File: src/rtl/pxser_pkg.sv
package pxser_pkg;
  localparam int MAX_LANES = 3;

  typedef logic [1:0] lane_cnt_t;

  function automatic lane_cnt_t decode_lanes(input logic [1:0] sel);
    case (sel)
      2'd2:    return 2'd2;
      2'd3:    return 2'd3;
      default: return 2'd1;
    endcase
  endfunction
endpackage

File: src/rtl/pxser_word_pack.sv
module pxser_word_pack #(
  parameter int COLOR_W = 8,
  parameter int AUX_W   = 2,
  localparam int DATA_W = 3 * COLOR_W + 3,
  localparam int WORD_W = DATA_W + AUX_W + 1
) (
  input  logic [COLOR_W-1:0] red,
  input  logic [COLOR_W-1:0] green,
  input  logic [COLOR_W-1:0] blue,
  input  logic               hsync_n,
  input  logic               vsync_n,
  input  logic               de,
  input  logic [AUX_W-1:0]   aux,
  output logic [WORD_W-1:0]  word
);
  logic [DATA_W-1:0] covered;
  logic              odd_bit;

  always_comb begin
    covered = {de, vsync_n, hsync_n, blue, green, red};
    odd_bit = ~(^covered);
    word    = {odd_bit, aux, covered};
  end
endmodule

File: src/rtl/pxser_lane_decode.sv
module pxser_lane_decode
  import pxser_pkg::*;
#(
  parameter int WORD_W = 30,
  localparam int SW    = $clog2(WORD_W)
) (
  input  logic [1:0]    lane_sel,
  output lane_cnt_t     lane_cnt,
  output logic [SW-1:0] last_slot
);
  localparam int LAST1 = WORD_W - 1;
  localparam int LAST2 = (WORD_W + 1) / 2 - 1;
  localparam int LAST3 = (WORD_W + 2) / 3 - 1;

  always_comb begin
    lane_cnt = decode_lanes(lane_sel);
    case (lane_cnt)
      2'd2:    last_slot = SW'(LAST2);
      2'd3:    last_slot = SW'(LAST3);
      default: last_slot = SW'(LAST1);
    endcase
  end
endmodule

File: src/rtl/pxser_slot_ctrl.sv
module pxser_slot_ctrl
  import pxser_pkg::*;
#(
  parameter int WORD_W = 30,
  localparam int SW    = $clog2(WORD_W)
) (
  input  logic              clk,
  input  logic              rst_n,
  input  logic              in_valid,
  output logic              in_ready,
  input  logic [WORD_W-1:0] word_in,
  input  lane_cnt_t         cnt_in,
  input  logic [SW-1:0]     last_in,
  output logic              busy,
  output logic [SW-1:0]     slot,
  output lane_cnt_t         cnt_q,
  output logic [WORD_W-1:0] word_q
);
  logic [SW-1:0] last_q;
  logic          at_last;
  logic          take;

  always_comb begin
    at_last  = (slot == last_q);
    in_ready = !busy || at_last;
    take     = in_valid && in_ready;
  end

  always_ff @(posedge clk or negedge rst_n) begin
    if (!rst_n) begin
      busy   <= 1'b0;
      slot   <= '0;
      last_q <= '0;
      cnt_q  <= 2'd1;
      word_q <= '0;
    end else if (take) begin
      busy   <= 1'b1;
      slot   <= '0;
      last_q <= last_in;
      cnt_q  <= cnt_in;
      word_q <= word_in;
    end else if (busy) begin
      if (at_last) begin
        busy <= 1'b0;
      end else begin
        slot <= slot + 1'b1;
      end
    end
  end

  AST_WORD_HELD: assert property (@(posedge clk) disable iff (!rst_n)
    (busy && !take) |=> $stable(word_q));
  AST_COUNT_HELD: assert property (@(posedge clk) disable iff (!rst_n)
    (busy && !take) |=> $stable(cnt_q));
  AST_SLOT_ADVANCE: assert property (@(posedge clk) disable iff (!rst_n)
    (busy && !in_ready) |=> (busy && slot == $past(slot) + 1'b1));
endmodule

File: src/rtl/pxser_lane_mux.sv
module pxser_lane_mux
  import pxser_pkg::*;
#(
  parameter int WORD_W = 30,
  localparam int SW    = $clog2(WORD_W),
  localparam int IW    = $clog2(WORD_W * MAX_LANES + MAX_LANES)
) (
  input  logic                 busy,
  input  logic [SW-1:0]        slot,
  input  lane_cnt_t            cnt,
  input  logic [WORD_W-1:0]    word,
  output logic [MAX_LANES-1:0] lanes
);
  for (genvar i = 0; i < MAX_LANES; i++) begin : g_lane
    logic [IW-1:0]     idx;
    logic [WORD_W-1:0] shifted;
    logic              lane_bit;

    always_comb begin
      idx      = IW'(slot) * IW'(cnt) + IW'(i);
      shifted  = word >> idx;
      lane_bit = busy && (IW'(i) < IW'(cnt)) && (idx < IW'(WORD_W)) && shifted[0];
    end

    assign lanes[i] = lane_bit;
  end
endmodule

File: src/rtl/pix_lane_serializer.sv
module pix_lane_serializer
  import pxser_pkg::*;
#(
  parameter int COLOR_W  = 8,
  parameter int AUX_W    = 2,
  localparam int DATA_W  = 3 * COLOR_W + 3,
  localparam int WORD_W  = DATA_W + AUX_W + 1,
  localparam int SW      = $clog2(WORD_W)
) (
  input  logic                 clk,
  input  logic                 rst_n,
  input  logic [1:0]           lane_sel,
  input  logic                 pix_valid,
  output logic                 pix_ready,
  input  logic [COLOR_W-1:0]   pix_red,
  input  logic [COLOR_W-1:0]   pix_green,
  input  logic [COLOR_W-1:0]   pix_blue,
  input  logic                 pix_hsync_n,
  input  logic                 pix_vsync_n,
  input  logic                 pix_de,
  input  logic [AUX_W-1:0]     pix_aux,
  output logic [MAX_LANES-1:0] ser_data,
  output logic                 ser_valid,
  output logic                 ser_first
);
  logic [WORD_W-1:0] packed_word;
  logic [WORD_W-1:0] held_word;
  lane_cnt_t         sel_cnt;
  lane_cnt_t         held_cnt;
  logic [SW-1:0]     sel_last;
  logic [SW-1:0]     cur_slot;
  logic              busy;

  pxser_word_pack #(.COLOR_W(COLOR_W), .AUX_W(AUX_W)) u_pack (
    .red(pix_red), .green(pix_green), .blue(pix_blue),
    .hsync_n(pix_hsync_n), .vsync_n(pix_vsync_n), .de(pix_de),
    .aux(pix_aux), .word(packed_word)
  );

  pxser_lane_decode #(.WORD_W(WORD_W)) u_dec (
    .lane_sel(lane_sel), .lane_cnt(sel_cnt), .last_slot(sel_last)
  );

  pxser_slot_ctrl #(.WORD_W(WORD_W)) u_ctrl (
    .clk(clk), .rst_n(rst_n),
    .in_valid(pix_valid), .in_ready(pix_ready),
    .word_in(packed_word), .cnt_in(sel_cnt), .last_in(sel_last),
    .busy(busy), .slot(cur_slot), .cnt_q(held_cnt), .word_q(held_word)
  );

  pxser_lane_mux #(.WORD_W(WORD_W)) u_mux (
    .busy(busy), .slot(cur_slot), .cnt(held_cnt), .word(held_word), .lanes(ser_data)
  );

  assign ser_valid = busy;
  assign ser_first = busy && (cur_slot == '0);

  AST_PARITY_ODD: assert property (@(posedge clk) disable iff (!rst_n)
    ser_valid |-> (^{held_word[WORD_W-1], held_word[DATA_W-1:0]}) == 1'b1);
  AST_FIRST_ONE_SLOT: assert property (@(posedge clk) disable iff (!rst_n)
    ser_first |=> !ser_first);
  AST_IDLE_QUIET: assert property (@(posedge clk) disable iff (!rst_n)
    !ser_valid |-> (ser_data == '0 && !ser_first));
  AST_SPARE_LANE_LOW: assert property (@(posedge clk) disable iff (!rst_n)
    (held_cnt < 2'd3) |-> !ser_data[2]);
  AST_READY_IDLE: assert property (@(posedge clk) disable iff (!rst_n)
    !ser_valid |-> pix_ready);
endmodule

File: config.mk
export PLATFORM = sky130hd
export DESIGN_NAME = pix_lane_serializer
export DESIGN_NICKNAME = d
export VERILOG_FILES = /design/src/rtl/pxser_pkg.sv /design/src/rtl/pxser_word_pack.sv /design/src/rtl/pxser_lane_decode.sv /design/src/rtl/pxser_slot_ctrl.sv /design/src/rtl/pxser_lane_mux.sv /design/src/rtl/pix_lane_serializer.sv
export SDC_FILE = /design/constraint.sdc
export NUM_CORES = 1
export LEC_CHECK = 0
export ABC_CLOCK_PERIOD_IN_PS = 4100
export BUFFER_PORTS_ARGS = -buffer_cell sky130_fd_sc_hd__buf_2
export CELL_PAD_IN_SITES_DETAIL_PLACEMENT = 1
export CELL_PAD_IN_SITES_GLOBAL_PLACEMENT = 1
export CORE_MARGIN = 2
export CORE_UTILIZATION = 47
export CTS_CLUSTER_DIAMETER = 50
export DETAILED_ROUTE_END_ITERATION = 8
export GPL_TIMING_DRIVEN = 0
export PLACE_DENSITY_LB_ADDON = 0.1
export SYNTH_ARGS = -nofsm -noshare
export SYNTH_HDL_FRONTEND = slang
export SYNTH_SLANG_ARGS = --single-unit
File: constraint.sdc
create_clock -name clk -period 4.1 [get_ports clk]
set_input_delay 0.615 -clock clk [delete_from_list [all_inputs] [get_ports clk]]
set_output_delay 0.615 -clock clk [all_outputs]
set_load 0.02 [all_outputs]
==> summary.md, run 1 <==
| Metric | Value |
|---|---|
| Status | completed |
| Crit end category | output pin |
| DR iter-0 viols | 126 |
| Gr usage total | 23.52% |
| Buf+Inv Stages, Crit Path | 5 |
| Synthesized net count | 314 |
| Post-synth EDFFs | 0 |
| Final ANT Viol Nets | 0 |
| Maximum clock insertion buffer count | 2 |
| Logic pwr share | 69.1% |
| Peak VDD IR | 0.0004299 V |
| Final min period | 4036 ps |
| Final Cycle Share | 98.44% |
| Crit path max fanout | 5 |
| Switching power total | 1725 uW |
| Antenna Cells | 0 |
| Nets | 370 |
| CTS root buffer | clkbuf_8 |
| DRT Pass-1 Iters | 4 |
| Final Non-Filler Cells | 404 |
| Slowest stage delay, CP | 570 ps |
| WS Path Type | flop to output pin |
| First-pass GRT wire length | 13.17 mm |
| Post-synth ARST share | 100.0% |
| Clock Latency Late Sink | 310 ps |
| Vias in the first global route | 2496 |
| Vias per inst | 5.881 |
| Routed wire length | 8.175 mm |
| Fmax achieved | 247.8 MHz |
| Worst Tran Pin Value | 990.0 ps |
| P_leak | 0.001678 uW |
| DP HPWL | 5.682 mm |
| Total of max-cap violations | 0 |
| Die Y | 85.83 um |
| Hold_ws | 448.8 ps |
| Slowest CP cell | fa_2 |
| Overall power | 4139 uW |
| Clock transition at path regs | 90 ps |
| Die area | 0.007366 mm^2 |
| Cells after Synth | 270 |
| Hold Path Class | primary input to async pin |
| Slew margin rel. | 34.00% |
| Clock Skew | 4.638 ps |
| Pre-CTS WS | -160.1 ps |
| RSZ-0062 raised after global routing | true |
| Syn. warnings | 0 |
| # IOs | 40 |
| Row cnt | 29 |
| Final Hold Vio Count | 0 |
| Mapped cell area | 0.003147 mm^2 |
| IO Port Bufs | 39 |
| Endpoints failing setup | 0 |
| Primary FF master, synth | dfrtp_1 |
| Share of layout cells above drive strength 1 | 41.59% |
| Core area | 0.006422 mm^2 |
| Initial antenna violation count | 0 |
| Pwr dens | 1093 mW/mm^2 |
| CTS buffer count | 5 |
| WP data arrival | 3420 ps |
| Starting Density | 49.00% |
| Synth unique cells | 46 |
| Sw frac | 41.68% |
| Int Pwr | 2414 uW |
| CTS Sinks | 43 |
| CP startpoint kind | flop |
| Area growth, synth to finish | 20.40% |
| Register area share after synthesis | 34.23% |
| Final worst slack | 63.79 ps |
| Design area | 0.003789 mm^2 |
| RD Place Congestion | 0.8407 |
| Die width | 85.83 um |
| Clock share of power | 10.1% |
| Crit path max-delay family | adder cells |
| Placed cell count | 386 |
| Post-Syn Area per Cell | 11.65 um^2 |
| Vias | 2376 |
| Remaining Overflow, GRT | 0 |
| Remaining DRCs | 0 |
| CTS H-Tree Depth | 2 |
| Worst EP required | 3480 ps |
| CTS tree | yes |
| Worst path cell trace | and2_4 > ha_4 > inv_2 > fa_2 > inv_4 > ha_4 > xnor3_2 > buf_4 > o311ai_4 > nand4_1 > a221oi_2 > buf_4 > buf_6 |
| Post-DP Area | 0.003438 mm^2 |
| Sequential Power Share | 20.7% |
| Largest net degree at the start of global routing | 44 |
| DR WL/cell | 20.24 um |
| Fin. max-slew vios | 0 |
| Synth Register Bits | 43 |
## registers in the layout (all words and copies together) (netlist names)
name           flops
u_ctrl.word_q     30
u_ctrl.cnt_q       2
u_ctrl.last_q      5
u_ctrl.busy        1
u_ctrl.slot        5
## Yosys cell counts (all sizes together), types with 3 or more instances
master,count,area [um^2]
dfrtp,42,1051
mux2,28,315.3
xnor2,28,252.8
nand2,26,105.1
mux4,23,533.0
inv,11,41.29
buf,10,63.81
xor2,10,87.58
ha,9,112.6
o21ai,9,45.04
and2,8,50.05
clkbuf,6,22.52
nand3,6,30.03
mux2i,5,50.05
nor2,5,18.77
nor2b,5,31.28
nor3b,4,30.03
nand2b,3,18.77
o311ai,3,26.28
o31ai,3,22.52
## worst register-to-register path: stages, from the launching register on
cell	delay [ps]
dfrtp_1	330
clkbuf_1	330
xnor2_1	190
nand3_1	100
o31ai_1	340
and2_1	170
buf_2	220
buf_2	300
mux2_2	380
## power by group through the flow
stage / clock [uW] / combinational (uW) / sequential [uW]
6_report: 420 / 2860 / 858
5_1_grt: 441 / 3050 / 891
4_1_cts: 427 / 2590 / 852
3_5_place_dp: 0 / 2310 / 854
3_3_place_gp: 0 / 2260 / 837
2_1_floorplan: 0 / 1840 / 763
## per-layer routing
| layer | wire length, um | vias to the layer above | part of all wire (%) | global-route usage (%) |
|---|---|---|---|---|
| met5 | 0 | - | 0 | 0 |
| met4 | 87 | 0 | 1.1 | 5.628 |
| met3 | 330 | 7 | 4.0 | 4.331 |
| met2 | 4159 | 57 | 51 | 37.57 |
| met1 | 3598 | 1218 | 44 | 33.61 |
| li1 | - | 1094 | - | - |
## cells in the final DEF, fill, tap and decap left out, types with 3 or more instances in the layout
cell type and instances:
buf_6 5, nor2_1 5, clkbuf_8 5, o31ai_1 3
mux2_2 28, inv_1 8, nor3b_1 4, nor2b_1 5
mux2i_1 5, xor2_1 10, mux4_1 4, nand3_1 6
xnor2_1 25, o21ai_0 8, ha_1 7, clkbuf_1 4
buf_2 42, and2_1 6, buf_4 14, mux4_2 19
dfrtp_1 41, nand2_1 24, nand2b_1 3
## path summary, 6_finish.rpt
kind                                   from                end  slack [ps]  cells after the start
max in group asynchronous             rst_n    u_ctrl.cnt_q[1]        2960                      1
min                                   rst_n  u_ctrl.word_q[26]         450                      1
min in group clk                lane_sel[0]   u_ctrl.last_q[2]         490                      2
max reg2reg                  u_ctrl.slot[4]  u_ctrl.word_q[26]        1630                      8
min reg2reg                u_ctrl.last_q[3]   u_ctrl.last_q[3]         520                      1
max                         u_ctrl.cnt_q[0]        ser_data[2]          60                     13
## through the flow
| stage | TNS (ps) | util, % |
|---|---|---|
| floorplan | 0 | - |
| global placement | -211.8 | 53.54 |
| detailed placement | -236.6 | 53.54 |
| CTS | 0 | 57.33 |
| global route | -72.13 | 58.99 |
| finish | 0 | 58.99 |
## kinds of logic (layout without fill, tap and decap cells)
family | after synthesis | in the layout | share of synthesized area (%)
buffers and inverters | 27 | 84 | 4.056
AND/OR/NAND/NOR | 66 | 66 | 11.09
XOR/XNOR | 39 | 39 | 11.53
AO/OA/AOI/OAI | 29 | 29 | 6.322
flip-flops | 43 | 43 | 34.23
multiplexers | 56 | 56 | 28.55
adder cells (fa/ha/maj) | 10 | 10 | 4.215
## timing repair
action,4_1_cts,5_1_grt
hold buffers,0,0
pin swaps,3,5
resized for setup,19,11
buffers inserted,4,8
setup endpoints to repair,3,3
## cell type report
class                      count  area (um^2)
multi-input combinational    200         2043
inverter                      11        43.79
clock inverter                 3        71.32
fill                         689         2634
clock buffer                   5        68.82
timing repair buffer          51        295.3
buffer                        14        91.34
tap                           77        96.34
sequential                    43         1079
(Power assumes the default switching activity.)
==> inputs of run 2 (changes only) <==
--- a/config.mk
+++ b/config.mk
@@ -14,7 +14,7 @@
 export CTS_CLUSTER_DIAMETER = 50
 export DETAILED_ROUTE_END_ITERATION = 8
 export GPL_TIMING_DRIVEN = 0
-export PLACE_DENSITY_LB_ADDON = 0.1
+export PLACE_DENSITY_LB_ADDON = 0.12
 export SYNTH_ARGS = -nofsm -noshare
 export SYNTH_HDL_FRONTEND = slang
 export SYNTH_SLANG_ARGS = --single-unit
==> summary.md, run 2 (same netlist as run 1, synthesis figures left out) <==
| Metric | Value |
|---|---|
| Area growth, synth to finish | 17.34% |
| Largest net degree at the start of global routing | 44 (unchanged) |
| DR iter-0 viols | 95 (-25%) |
| RD Place Congestion | 0.8267 (-1.7%) |
| Vias in the first global route | 2445 (-2.0%) |
| Final min period | 3988 ps (-48.65 ps) |
| Peak VDD IR | 0.0004099 V (-4.6%) |
| Remaining DRCs | 2 (+2) |
| Antenna Cells | 0 (unchanged) |
| Row cnt | 29 (unchanged) |
| FF/Latch Area | 0.001079 mm^2 (unchanged) |
| Clock Skew | 6.059 ps (+1.421 ps) |
| Post-DP Area | 0.003438 mm^2 (unchanged) |
| Buf+Inv Stages, Crit Path | 4 (-1) |
| CP startpoint kind | flop |
| Starting Density | 49.00% (unchanged) |
| Worst Tran Pin Value | 966.3 ps (-23.74 ps) |
| Biggest register | u_ctrl.word_q |
| Worst flop-to-flop path startpoint | u_ctrl.slot[4] |
| Die width | 85.83 um (unchanged) |
| Leading cell type in the layout, fill and taps excluded | buf_2 |
| Overall power | 3837 uW (-7.3%) |
| Design area | 0.003692 mm^2 (-2.5%) |
| Vias | 2360 (-0.67%) |
| WP data arrival | 3370 ps (-50 ps) |
| Fmax achieved | 250.8 MHz (+1.2%) |
| DR WL/cell | 18.84 um (-6.9%) |
| Crit path max fanout | 10 (+5) |
| P_leak | 0.001626 uW (-3.1%) |
| Gr usage total | 22.14% (-1.4 points) |
| WS Path Type | flop to output pin |
| Die Y | 85.83 um (unchanged) |
| Fillers | 685 (-0.58%) |
| Core area | 0.006422 mm^2 (unchanged) |
| Most frequent cells in the layout | 42 x buf_2, 41 x dfrtp_1, 28 x mux2_2 |
| Nets | 365 (-1.4%) |
| CTS root buffer | clkbuf_8 |
| Total of max-cap violations | 0 (unchanged) |
| Biggest regs | u_ctrl.word_q: 30 flops, u_ctrl.last_q: 5 flops, u_ctrl.slot: 5 flops |
| CTS Sinks | 43 (unchanged) |
| GR peak layer | met2 |
| Slowest CP cell | dfstp_2 |
| Hold_ws | 469.1 ps (+20.30 ps) |
| Hold Path Class | primary input to async pin |
| Final ANT Viol Nets | 0 (unchanged) |
| Failing checks | DRC |
| Crit path launch | u_ctrl.cnt_q[0] |
| Final Hold Vio Count | 0 (unchanged) |
| Crit path max-delay family | multiplexers |
| Final Cycle Share | 97.26% (-1.2 points) |
| DRT Pass-1 Iters | 6 (+2) |
| Slew margin rel. | 35.58% (+1.6 points) |
| CTS tree | yes |
| Status | complete, but fails checks |
| IO Port Bufs | 39 (unchanged) |
| Final Util | 57.49% (-1.5 points) |
| CTS buffer count | 5 (unchanged) |
| Crit end category | output pin |
| Initial antenna violation count | 0 (unchanged) |
| First-pass GRT wire length | 12.70 mm (-3.6%) |
| # IOs | 40 (unchanged) |
| Maximum clock insertion buffer count | 2 (unchanged) |
| Endpoints failing setup | 0 (unchanged) |
| Routed wire length | 7.519 mm (-8.0%) |
| Worst EP required | 3480 ps (about the same) |
| Met3 Use GR | 3.465% (-0.87 points) |
| Clock Latency Late Sink | 290 ps (-20 ps) |
| Remaining Overflow, GRT | 0 (unchanged) |
| Met1 usage | 31.21% (-2.4 points) |
| Fin. max-slew vios | 0 (unchanged) |
| Share of layout cells above drive strength 1 | 40.99% (-0.60 points) |
| Vias per inst | 5.915 (+0.57%) |
| Largest register FFs | 30 (unchanged) |
| Multi-input gate area in the final layout | 0.002047 mm^2 (+0.18%) |
| Met2 Use GR | 36.29% (-1.3 points) |
| DP HPWL | 5.696 mm (+0.26%) |
| Slowest stage delay, CP | 560 ps (about the same) |
| Worst path cell trace | and2_4 > ha_4 > inv_1 > fa_2 > xnor2_4 > buf_4 > mux4_2 > mux4_2 > o21ai_1 > nor2_1 > buf_4 > buf_2 |
| Clock transition at path regs | 80 ps (about the same) |
| Pwr dens | 1039 mW/mm^2 (-4.9%) |
| CTS Hold Bufs | 0 (unchanged) |
| CTS H-Tree Depth | 2 (unchanged) |
| Die area | 0.007366 mm^2 (unchanged) |
## run 2: changes by cell type in the layout (fill, tap and decap cells not counted), sizes merged
cell      delta
buf          -5
bufinv       -2
clkbuf       +1
clkinv       +1
clkinvlp     +1
inv          -1
## run 2: stage by stage
step	std cells	setup TNS, ps	setup slack [ps]
detailed placement	386	-485.8	-268.7
finish	399	0	112.4
floorplan	270	0	422.9
CTS	397	-16.11	-16.11
global route	399	-30.29	-18.83
global placement	386	-280.2	-145.0
## run 2: path summary, 6_finish.rpt
kind / endpoint / slack, ps / depth (start not counted)
worst max-delay path: ser_data[0] / 110 / 12
worst min-delay path: u_ctrl.word_q[11] / 470 / 1
worst max register to register: u_ctrl.word_q[12] / 1710 / 8
worst min register to register: u_ctrl.last_q[1] / 510 / 2
max in group asynchronous: u_ctrl.cnt_q[1] / 2970 / 1
min in group clk: u_ctrl.last_q[1] / 510 / 2
## run 2: cell type report
type                            instances  share of cell area, %
Inverter                               11                  1.186
Sequential cell                        43                  29.21
Buffer                                 13                  2.169
Tap cell                               77                  2.609
Clock inverter                          2                 0.3389
Timing Repair Buffer                   47                  7.082
Clock buffer                            6                  1.965
Multi-Input combinational cell        200                  55.44
## run 2: layer usage
| metal | up-vias | share of wire, % |
|---|---|---|
| met5 | - | 0 |
| met4 | 0 | 1.5 |
| met3 | 10 | 2.9 |
| met2 | 44 | 48 |
| met1 | 1225 | 47 |
| li1 | 1081 | - |
## run 2: repair_timing
action | CTS | global route
pin swaps | 3 | 6
setup buffers | 4 | 4
gates resized for setup | 17 | 12
endpoints found under the setup margin | 3 | 3
## run 2: power breakdown
part,internal [uW],leakage [uW],switching [uW]
sequential,633,0.000516,230
combinational,1460,0.00107,1250
clock,119,0.0000412,145
==> inputs of run 3 (changes only) <==
--- a/config.mk
+++ b/config.mk
@@ -10,7 +10,7 @@
 export CELL_PAD_IN_SITES_DETAIL_PLACEMENT = 1
 export CELL_PAD_IN_SITES_GLOBAL_PLACEMENT = 1
 export CORE_MARGIN = 2
-export CORE_UTILIZATION = 47
+export CORE_UTILIZATION = 45
 export CTS_CLUSTER_DIAMETER = 50
 export DETAILED_ROUTE_END_ITERATION = 8
 export GPL_TIMING_DRIVEN = 0
==> summary.md, run 3 (same netlist as run 1, synthesis figures left out) <==
| Metric | Value |
|---|---|
| Slowest stage delay, CP | 550 ps (about the same) |
| Endpoints failing setup | 0 (unchanged) |
| Worst path cell trace | and2_1 > ha_2 > inv_2 > fa_2 > xnor2_4 > buf_6 > mux4_2 > mux4_2 > o21ai_1 > nor2_1 > buf_4 > buf_2 |
| Maximum clock insertion buffer count | 2 (unchanged) |
| Area growth, synth to finish | 19.44% |
| RD Place Congestion | 0.7975 (-3.5%) |
| CP startpoint kind | flop |
| Vias per inst | 5.614 (-5.1%) |
| Die width | 87.63 um (+2.1%) |
| FF/Latch Area | 0.001079 mm^2 (unchanged) |
| Initial antenna violation count | 0 (unchanged) |
| Crit end category | output pin |
| CTS tree | yes |
| Status | completed |
| Total of max-cap violations | 0 (unchanged) |
| IO Port Bufs | 39 (unchanged) |
| Biggest regs | u_ctrl.word_q: 30 flops, u_ctrl.last_q: 5 flops, u_ctrl.slot: 5 flops |
| Fin. max-slew vios | 0 (unchanged) |
| Vias | 2369 (+0.38%) |
| DP HPWL | 5.763 mm (+1.2%) |
| Remaining DRCs | 0 (-2) |
| Pwr dens | 1072 mW/mm^2 (+3.1%) |
| P_leak | 0.001646 uW (+1.2%) |
| CTS root buffer | clkbuf_8 |
| Clock Latency Late Sink | 310 ps (+20 ps) |
| Core area | 0.006794 mm^2 (+5.8%) |
| CTS buffer count | 5 (unchanged) |
| CTS Sinks | 43 (unchanged) |
| Final ANT Viol Nets | 0 (unchanged) |
| Leading cell type in the layout, fill and taps excluded | buf_2 |
| Multi-input gate area in the final layout | 0.002027 mm^2 (-0.98%) |
| First-pass GRT wire length | 12.95 mm (+2.0%) |
| Remaining Overflow, GRT | 0 (unchanged) |
| WS Path Type | flop to output pin |
| Final min period | 4043 ps (+55.48 ps) |
| Slowest CP cell | dfstp_2 |
| Die Y | 87.63 um (+2.1%) |
| Peak VDD IR | 0.0004082 V (-0.43%) |
| CTS Hold Bufs | 0 (unchanged) |
| Hold Path Class | primary input to async pin |
| Largest register FFs | 30 (unchanged) |
| Fillers | 726 (+6.0%) |
| Biggest register | u_ctrl.word_q |
| DRT Pass-1 Iters | 4 (-2) |
| Most frequent cells in the layout | 42 x buf_2, 41 x dfrtp_1, 28 x mux2_2 |
| Die area | 0.007678 mm^2 (+4.2%) |
| Fmax achieved | 247.3 MHz (-1.4%) |
| Final Util | 55.32% (-2.2 points) |
| DR iter-0 viols | 98 (+3.2%) |
| Worst Tran Pin Value | 973.4 ps (+7.150 ps) |
| Crit path max fanout | 10 (unchanged) |
| Share of layout cells above drive strength 1 | 41.10% (+0.11 points) |
| Final Cycle Share | 98.61% (+1.4 points) |
| DR WL/cell | 19.24 um (+2.1%) |
| Slew margin rel. | 35.11% (-0.48 points) |
| Antenna Cells | 0 (unchanged) |
| Most Frequent Cell on Critical Path | mux4_2 |
| Row cnt | 30 (+3.4%) |
| Final Hold Vio Count | 0 (unchanged) |
| WP data arrival | 3430 ps (+60 ps) |
| Gr usage total | 22.34% (+0.20 points) |
| Routed wire length | 8.119 mm (+8.0%) |
| Largest net degree at the start of global routing | 44 (unchanged) |
| Worst EP required | 3480 ps (about the same) |
| Clock Skew | 6.647 ps (+0.5883 ps) |
| Vias in the first global route | 2439 (-0.25%) |
| Nets | 369 (+1.1%) |
| TNS Setup | 0 ps (unchanged) |
| # IOs | 40 (unchanged) |
| Clock transition at path regs | 90 ps (about the same) |
| Starting Density | 46.32% (-2.7 points) |
| CTS H-Tree Depth | 2 (unchanged) |
## run 3: cell type report
| cell class | instances | share of cell area, % |
|---|---|---|
| clock inverter | 2 | 0.3329 |
| sequential | 43 | 28.69 |
| buffer | 12 | 2.130 |
| inverter | 11 | 1.165 |
| multi-input combinational | 200 | 53.93 |
| tap | 96 | 3.196 |
| timing repair buffer | 52 | 8.622 |
| clock buffer | 6 | 1.931 |
## run 3: worst paths after layout
| check | startpoint | end | slack, ps | depth (start not counted) |
|---|---|---|---|---|
| setup / recovery | u_ctrl.cnt_q[0] | ser_data[0] | 60 | 12 |
| hold / removal | rst_n | u_ctrl.word_q[10] | 460 | 1 |
| setup reg to reg | u_ctrl.slot[4] | u_ctrl.word_q[15] | 1720 | 8 |
| hold reg to reg | u_ctrl.last_q[3] | u_ctrl.last_q[3] | 490 | 1 |
| max in group asynchronous | rst_n | u_ctrl.cnt_q[1] | 2980 | 1 |
| min in group clk | lane_sel[0] | u_ctrl.last_q[2] | 480 | 2 |
## run 3: what timing repair did
item,4_1_cts,5_1_grt
setup buffers,7,6
pin swaps,4,7
gates resized for setup,15,11
setup endpoints to repair,3,3
## run 3: per-layer routing
| layer | track usage [%] | vias up | wire (um) |
|---|---|---|---|
| met5 | 0 | - | 0 |
| met2 | 36.57 | 47 | 4082 |
| li1 | - | 1090 | - |
| met1 | 30.85 | 1224 | 3663 |
| met4 | 6.434 | 0 | 105 |
| met3 | 3.676 | 8 | 268 |
## run 3: worst max-delay path, delay by kind of cell, from the launching register on
kind                       cells  cell delay, ps
muxes                          2             810
adders and majority gates      2             590
DFF                            1             550
buffers and inverters          4             510
xor gates and xnor gates       1             260
AOI/OAI and AO/OA              1             210
and+or+nand+nor                2             200
## run 3: per-stage QoR
step	std cells	hold slack [ps]	power [uW]	cell area (um^2)	worst slack (ps)
floorplan	270	319.4	2603	3147	422.9
global placement	405	477.7	3106	3462	-152.7
detailed placement	405	480.1	3163	3462	-188.3
CTS	419	482.2	3760	3674	7.254
global route	422	512.3	4277	3759	-60.11
finish	422	460.8	4029	3759	56.96
## run 3: report_power, final
group / total (uW) / leakage [uW] / switching [uW] / internal (uW)
Combinational: 2890 / 0.00109 / 1320 / 1570
Sequential: 866 / 0.000516 / 234 / 632
Clock: 275 / 0.0000412 / 156 / 119
Total: 4030 / 0.00165 / 1710 / 2320
